[config.mk]
export PLATFORM = sky130hd
export DESIGN_NAME = gtimer_wack
export DESIGN_NICKNAME = d
export VERILOG_FILES = /design/src/rtl/gtimer_wack.sv
export SDC_FILE = /design/constraint.sdc
export NUM_CORES = 1
export LEC_CHECK = 0
export BUFFER_PORTS_ARGS = -buffer_cell sky130_fd_sc_hd__buf_2
export CORE_ASPECT_RATIO = 1.1
export CORE_MARGIN = 3
export CORE_UTILIZATION = 35
export CTS_CLUSTER_SIZE = 40
export DETAILED_ROUTE_END_ITERATION = 8
export GPL_ROUTABILITY_DRIVEN = 1
export PLACE_DENSITY_LB_ADDON = 0.12
export SLEW_MARGIN = 20
export SYNTH_ARGS = -nofsm -noshare
export SYNTH_HDL_FRONTEND = slang
export SYNTH_SLANG_ARGS = --single-unit
export TNS_END_PERCENT = 100
[constraint.sdc]
create_clock -name clk -period 3.5 [get_ports clk]
set_input_delay 0.7 -clock clk [delete_from_list [all_inputs] [get_ports clk]]
set_output_delay 0.7 -clock clk [all_outputs]
set_load 0.01 [all_outputs]
[src/rtl/gtimer_wack.sv]
module gtimer_wack #(
  parameter int DATA_W    = 32,
  parameter int ADDR_W    = 6,
  parameter int ACC_DELAY = 4
) (
  input  logic              clk,
  input  logic              rst_n,
  input  logic              tick_en,
  input  logic              bus_wr,
  input  logic [ADDR_W-1:0] bus_addr,
  input  logic [DATA_W-1:0] bus_wdata,
  output logic [DATA_W-1:0] bus_rdata,
  output logic              irq
);
  localparam int CNT_W = 2 * DATA_W;
  localparam logic [ADDR_W-1:0] A_CNT_LO = ADDR_W'(8'h00);
  localparam logic [ADDR_W-1:0] A_CNT_HI = ADDR_W'(8'h04);
  localparam logic [ADDR_W-1:0] A_CWST   = ADDR_W'(8'h08);
  localparam logic [ADDR_W-1:0] A_CMP_LO = ADDR_W'(8'h10);
  localparam logic [ADDR_W-1:0] A_CMP_HI = ADDR_W'(8'h14);
  localparam logic [ADDR_W-1:0] A_STEP   = ADDR_W'(8'h18);
  localparam logic [ADDR_W-1:0] A_CTRL   = ADDR_W'(8'h1C);
  localparam logic [ADDR_W-1:0] A_ISTAT  = ADDR_W'(8'h20);
  localparam logic [ADDR_W-1:0] A_IEN    = ADDR_W'(8'h24);
  localparam logic [ADDR_W-1:0] A_GWST   = ADDR_W'(8'h28);

  logic [CNT_W-1:0]  cnt, cmp;
  logic [DATA_W-1:0] incr;
  logic              start, cmp_en, autoinc, int_en, int_stat, seen_q;
  logic [1:0]        cwstat;
  logic [3:0]        gwstat;

  logic              in_sync;
  logic [2:0]        in_code;
  logic              pv [ACC_DELAY];
  logic [2:0]        pc [ACC_DELAY];
  logic [DATA_W-1:0] pd [ACC_DELAY];

  always_comb begin
    in_sync = bus_wr;
    in_code = 3'd0;
    unique case (bus_addr)
      A_CNT_LO: in_code = 3'd0;
      A_CNT_HI: in_code = 3'd1;
      A_CMP_LO: in_code = 3'd2;
      A_CMP_HI: in_code = 3'd3;
      A_STEP:   in_code = 3'd4;
      A_CTRL:   in_code = 3'd5;
      default:  in_sync = 1'b0;
    endcase
  end

  always_ff @(posedge clk or negedge rst_n) begin
    if (!rst_n) begin
      for (int i = 0; i < ACC_DELAY; i++) begin
        pv[i] <= 1'b0;
        pc[i] <= '0;
        pd[i] <= '0;
      end
    end else begin
      pv[0] <= in_sync;
      pc[0] <= in_code;
      pd[0] <= bus_wdata;
      for (int i = 1; i < ACC_DELAY; i++) begin
        pv[i] <= pv[i-1];
        pc[i] <= pc[i-1];
        pd[i] <= pd[i-1];
      end
    end
  end

  wire              app_v = pv[ACC_DELAY-1];
  wire [2:0]        app_c = pc[ACC_DELAY-1];
  wire [DATA_W-1:0] app_d = pd[ACC_DELAY-1];

  wire cnt_wr_lo = app_v && app_c == 3'd0;
  wire cnt_wr_hi = app_v && app_c == 3'd1;
  wire cmp_wr_lo = app_v && app_c == 3'd2;
  wire cmp_wr_hi = app_v && app_c == 3'd3;
  wire step_wr   = app_v && app_c == 3'd4;
  wire ctrl_wr   = app_v && app_c == 3'd5;

  wire match_now = cmp_en && (cnt == cmp);
  wire evt       = match_now && !seen_q;
  wire advance   = start && tick_en;
  wire cnt_upd   = cnt_wr_lo || cnt_wr_hi || advance;
  wire cmp_step  = evt && autoinc && (incr != '0);
  wire cmp_upd   = cmp_wr_lo || cmp_wr_hi || cmp_step;

  wire wr_cwst  = bus_wr && bus_addr == A_CWST;
  wire wr_gwst  = bus_wr && bus_addr == A_GWST;
  wire wr_istat = bus_wr && bus_addr == A_ISTAT;
  wire wr_ien   = bus_wr && bus_addr == A_IEN;

  always_ff @(posedge clk or negedge rst_n) begin
    if (!rst_n) cnt <= '0;
    else if (cnt_wr_lo) cnt[DATA_W-1:0] <= app_d;
    else if (cnt_wr_hi) cnt[CNT_W-1:DATA_W] <= app_d;
    else if (advance) cnt <= cnt + 1'b1;
  end

  always_ff @(posedge clk or negedge rst_n) begin
    if (!rst_n) cmp <= '0;
    else if (cmp_wr_lo) cmp[DATA_W-1:0] <= app_d;
    else if (cmp_wr_hi) cmp[CNT_W-1:DATA_W] <= app_d;
    else if (cmp_step) cmp <= cmp + {{DATA_W{1'b0}}, incr};
  end

  always_ff @(posedge clk or negedge rst_n) begin
    if (!rst_n) begin
      incr    <= '0;
      start   <= 1'b0;
      cmp_en  <= 1'b0;
      autoinc <= 1'b0;
    end else begin
      if (step_wr) incr <= app_d;
      if (ctrl_wr) {autoinc, cmp_en, start} <= app_d[2:0];
    end
  end

  always_ff @(posedge clk or negedge rst_n) begin
    if (!rst_n) begin
      seen_q   <= 1'b0;
      int_stat <= 1'b0;
      int_en   <= 1'b0;
      irq      <= 1'b0;
      cwstat   <= '0;
      gwstat   <= '0;
    end else begin
      seen_q <= match_now && !cnt_upd && !cmp_upd;
      irq    <= evt && int_en;
      if (evt) int_stat <= 1'b1;
      else if (wr_istat && bus_wdata[0]) int_stat <= 1'b0;
      if (wr_ien) int_en <= bus_wdata[0];
      cwstat <= (cwstat & ~(wr_cwst ? bus_wdata[1:0] : 2'b00))
              | {cnt_wr_hi, cnt_wr_lo};
      gwstat <= (gwstat & ~(wr_gwst ? bus_wdata[3:0] : 4'b0000))
              | {ctrl_wr, step_wr, cmp_wr_hi, cmp_wr_lo};
    end
  end

  always_comb begin
    bus_rdata = '0;
    unique case (bus_addr)
      A_CNT_LO: bus_rdata = cnt[DATA_W-1:0];
      A_CNT_HI: bus_rdata = cnt[CNT_W-1:DATA_W];
      A_CWST:   bus_rdata = DATA_W'(cwstat);
      A_CMP_LO: bus_rdata = cmp[DATA_W-1:0];
      A_CMP_HI: bus_rdata = cmp[CNT_W-1:DATA_W];
      A_STEP:   bus_rdata = incr;
      A_CTRL:   bus_rdata = DATA_W'({autoinc, cmp_en, start});
      A_ISTAT:  bus_rdata = DATA_W'(int_stat);
      A_IEN:    bus_rdata = DATA_W'(int_en);
      A_GWST:   bus_rdata = DATA_W'(gwstat);
      default:  bus_rdata = '0;
    endcase
  end
endmodule

## After elaboration in Yosys (flattened, before gate mapping)

Cells that the tools add are included.

| word-level totals | value |
|---|---|
| bits in latches | 0 |
| flip-flop bits (word level) | 317 |
| output and inout port bits | 33 |
| RAM bits | 0 |
| memory bits (read-only) | 0 |
| memories kept | 0 |

| cells by class | value |
|---|---|
| equal/unequal tests | 17 |
| $add $sub $neg | 2 |
| bitwise logic cells | 8 |
| shift-type cells | 0 |
| muxes and demuxes | 15 |
| order comparisons | 0 |
| $mul | 0 |
| div/mod/pow operators | 0 |
| reductions and logical operators | 39 |

Operators with widths:

| cell | number |
|---|---|
| 32-bit one-hot mux with 10 select lines | 1 |
| 32-bit two-way mux | 6 |
| 64-bit two-way mux | 2 |
| 64-bit by 1-bit adder with 64-bit output (second input constant) | 1 |
| 64-bit by 32-bit adder with 64-bit output | 1 |
| 64-bit equality test | 1 |
| 32-bit nonzero test | 1 |
| 6-bit by 5-bit equality test with 1-bit output (second input constant) | 4 |
| 1-bit logical AND | 19 |
| 6-bit equality test (second input constant) | 3 |
| 3-bit one-hot mux with 5 select lines | 1 |
| 2-bit nonzero test | 5 |
| 2-bit AND reduction | 4 |
| 3-bit by 2-bit equality test with 1-bit output (second input constant) | 2 |
| 3-bit equality test (second input constant) | 2 |
| 6-bit by 3-bit equality test with 1-bit output (second input constant) | 1 |
| 6-bit by 4-bit equality test with 1-bit output (second input constant) | 1 |
| 6-bit zero test | 1 |
| 6-bit OR reduction | 1 |
| 4-bit bitwise AND | 1 |
| 1-bit logical OR | 4 |
| 4-bit two-way mux | 1 |
| 2-bit inequality test (second input constant) | 2 |
| 4-bit NOT | 1 |
| other kinds (10) | 15 |

## Depth between registers and ports, before layout

| logic depth | value |
|---|---|
| depth after elaboration | 8 |
| mapped depth | 12 |
| depth with buffers taken out | 11 |

## Worst setup path before layout

No wires, ideal clock.

| timing | value |
|---|---|
| kind | input -> output |
| start | input bus_addr[2] |
| end | output bus_rdata[0] |
| setup slack | 643 ps |
| path buffers | 1 |
| data arrival time | 2,157 ps |
| cell stages on the path | 5 |
| cells stage by stage | or4_1 -> nor3_1 -> clkbuf_1 -> a22oi_1 -> nand3_1 |

| on the way | value |
|---|---|
| cells in the longest elaborated chain, start to end | 2 |

Ends and longest elaborated chain:

| element | line | text |
|---|---|---|
| start: declaration | 10 | `input logic [ADDR_W-1:0] bus_addr,` |
| 6-bit equality test (tied with other cells) | 144 | `unique case (bus_addr)` |
| 32-bit one-hot mux with 10 select lines * | 144 |  |
| end: declaration | 12 | `output logic [DATA_W-1:0] bus_rdata,` |

Mark *: on every way between the ends. The rest lies on a longest branch, timed or not.

## Worst setup path in the final report

| timing | value |
|---|---|
| start | register incr[13] |
| end | register cmp[58] |

| on the way | value |
|---|---|
| cells in the longest elaborated chain, start to end | 4 |

Ends and longest elaborated chain:

| element | line | text |
|---|---|---|
| start: declaration | 28 | `logic [DATA_W-1:0] incr;` |
| start signal: assignment | 116 | `if (step_wr) incr <= app_d;` |
| parallel branches: the longest is 4 deep, another holds 64-bit by 32-bit adder with 64-bit output | - |  |
| end signal: indexed assignment | 104 | `else if (cmp_wr_lo) cmp[DATA_W-1:0] <= app_d;` |
| end signal: indexed assignment | 105 | `else if (cmp_wr_hi) cmp[CNT_W-1:DATA_W] <= app_d;` |
| end signal: assignment | 106 | `else if (cmp_step) cmp <= cmp + {{DATA_W{1'b0}}, incr};` |
| end: declaration | 27 | `logic [CNT_W-1:0] cnt, cmp;` |

Several ways; the timed one is not identified. The select of a mux whose other input is x is not followed.
A chain may end at the register's enable or synchronous reset.

==> metrics.txt <==
status finished clean; Fill cells 4471; Syn Inst Count roughly 1700; routability cong. roughly 0.99; HPWL Detailed 49600 um; critical path required time 3990 ps; leading area contributor after synthesis dfrtp_1; clock buffer depth 3; slowest CP cell or4_1; post-synthesis sequential area ratio 48.7%; CP startpoint incr[13]; Synth Register Bits 317; Synth top cells by count 317 x dfrtp_1, 206 x nand2_1, 141 x a21oi_1; Final nets 1917; Largest stage delay, worst path 570 ps; r2r setup slk 110 ps; Reg2Reg Depth 10; Final Hold Viols 0; Startpoint Class flop; Worst Max-Slew Pin Slew between 1000 and 1500 ps; Post-Route Utilization 42.3%; Final WS setup 108 ps; CP endpoint kind flop; pwr/cell area between 400 and 500 nW/um^2; total gr overflow 0; Vias/cell 6.09; # IOs 75; Post-Syn Area per Cell ~9.5 sq um; port buffer count 74; post-synth design cell area 16300 sq um; vias in the first global route 14200; initial core utilization 35.6%; antenna cells 0; Non-Filler Instances 2456; CTS tree built; Max Transition Viols Final 0; most frequent cell after synthesis dfrtp_1; first-pass GRT wire length ~97000 um; Clock Sinks 317; most frequent CP cell nand3_1; Pre-antenna DRT Iters 6; Max FO, Critical Path 8; Via Count 14900; GRT Overall Usage 27.0%; initial antenna violation count 3; RSZ-0062 raised after global routing false; Synth area leaders dfrtp_1 49%, nand2_1 4.7%, a21oi_1 4.3%, o21ai_0 3.9%, xnor2_1 3.6%; largest net degree at the start of global routing 92; Leak 8.36 nW; CTS clk-pin slew, worst paths 60 ps; hold crit path type in -> async; reg2reg end cmp[58]; Cells after DPL 2388; Total Wirelength 66600 um; number of distinct library cells after synthesis 78; DRC viols 0; Syn-to-layout area delta 18.7%; DIE AREA slightly below 50000 sq um; pre-CTS WS 6.34 ps; Rel. slew slack 27.1%; critical path arrival between 3000 and 4000 ps; Max rail drop VDD 0.000447 V; Die Wd between 200 and 250 um; core area 45800 sq um; clk_lat worst skew around 570 ps; CP Depth 10; Final period util 96.9%; CTS buffer count 38; # rows 82; initial DRC count 1625; Synth top area share 48.7%; worst path bufs/invs 0; post-route ant nets 0; Die Y 232 um; Max Fclk 295 MHz; Crit Path Class reg -> reg; crit-path leading delay family simple AND/OR/NAND/NOR gates; worst r2r src incr[13]; number of flops mapped to enable cells by yosys 0; total number of yosys warnings 0; syn_nets 1795; WL per Instance approximately 27 um; hold buffer count at CTS 0; # setup viols final 0; most common flop cell mapped by yosys dfrtp_1; clock skew 15.4 ps; H-tree depth 2; critical-path cell list ha_1, and3_1, nand3_1, nor3_1, o21a_1, o21ai_2, nand2_1, nand4_2, or4_1, nand3_1; clock root cell clkbuf_16; layout cells sized above 1 18.1%; Tmin final 3390 ps; Post-synth ARST share 100%; Max-cap violations 0
registers in the layout, indices dropped and copies added, names as in the netlist, 2 cells and up:
register,count
pc,9
incr,32
gwstat,4
pd,96
app_c,3
cwstat,2
app_d,32
cmp,64
cnt,64
pv,3
stage by stage:
step / area [sq um] / hold slack [ps] / power, mW / setup TNS, ps
4_1_cts: 19300 / 45.3 / 8.97 / 0
3_5_place_dp: 18000 / 335 / 4.77 / 0
6_report: 19400 / 43.0 / 8.86 / 0
3_3_place_gp: 18000 / 331 / 4.77 / -23.7
2_1_floorplan: 16300 / 331 / 4.34 / 0
5_1_grt: 19400 / 60.1 / 9.18 / 0
logic make-up (layout without fill, tap and decap cells):
| family | Yosys count | after routing | synth area share (%) |
|---|---|---|---|
| xor gates and xnor gates | 83 | 83 | 4.46 |
| DFF | 317 | 317 | 48.7 |
| AOI/OAI and AO/OA | 515 | 515 | 20.4 |
| muxes | 38 | 38 | 2.61 |
| buffers and inverters | 147 | 296 | 3.86 |
| adders and majority gates | 34 | 34 | 2.66 |
| and+or+nand+nor | 585 | 585 | 17.4 |
layer usage:
metal | track usage, % | routed length [um] | vias to the layer above
li1 | - | - | 6559
met2 | 40.4 | 29000 | 793
met1 | 38.0 | 28300 | 7454
met5 | 0 | 4 | -
met3 | 5.31 | 6030 | 141
met4 | 11.6 | 3160 | 2
cell usage in the layout (no fill, tap or decap), types with 9 or more instances in the layout:
| master | netlist | final |
|---|---|---|
| a222oi_1 | 31 | 31 |
| inv_1 | 36 | 36 |
| nor4_1 | 17 | 17 |
| nand3_1 | 88 | 88 |
| and3_1 | 22 | 22 |
| o21bai_1 | 9 | 9 |
| nand2b_1 | 10 | 10 |
| o21ai_0 | 126 | 126 |
| o22ai_1 | 26 | 26 |
| nor2_1 | 109 | 104 |
| buf_2 | 2 | 73 |
| o211ai_1 | 26 | 26 |
| nand2_1 | 206 | 205 |
| a21o_1 | 11 | 11 |
| o311ai_0 | 11 | 11 |
| clkbuf_16 | 0 | 39 |
| xnor2_1 | 67 | 67 |
| nor3_1 | 26 | 22 |
| nor2b_1 | 10 | 10 |
| a22oi_1 | 66 | 66 |
| clkbuf_8 | 3 | 10 |
| mux2_2 | 36 | 36 |
| nand4_1 | 39 | 39 |
| buf_4 | 0 | 106 |
| ha_1 | 33 | 33 |
| buf_12 | 0 | 13 |
| xor2_1 | 16 | 16 |
| a31oi_1 | 13 | 13 |
| a21oi_1 | 141 | 139 |
| dfrtp_1 | 317 | 317 |
where the power goes:
| part | total (mW) | switching [mW] | internal, mW |
|---|---|---|---|
| Sequential | 4.05 | 0.226 | 3.83 |
| Clock | 4.14 | 1.66 | 2.48 |
| Combinational | 0.660 | 0.404 | 0.256 |
how the worst max path moves through the flow:
stage                    to
6_report            cmp[58]
5_1_grt             cmp[21]
4_1_cts             cmp[56]
3_5_place_dp        cmp[56]
3_3_place_gp        cmp[56]
2_1_floorplan  bus_rdata[0]
area by class of cell:
type | instances | area [sq um] | share of cell area, %
clock inverter | 17 | 191 | 0.989
sequential | 317 | 7930 | 41.0
inverter | 36 | 135 | 0.698
tap | 588 | 736 | 3.80
clock buffer | 50 | 1120 | 5.77
timing repair buffer | 193 | 1440 | 7.42
multi-input combinational | 1255 | 7810 | 40.3
what timing repair did:
| action | 4_1_cts | 5_1_grt |
|---|---|---|
| setup endpoints to repair | 2 | 7 |
| pin swaps | 0 | 1 |
| buffers inserted | 0 | 1 |
| gates resized for setup | 1 | 1 |
Note: power is estimated with default switching activity, not from simulation.
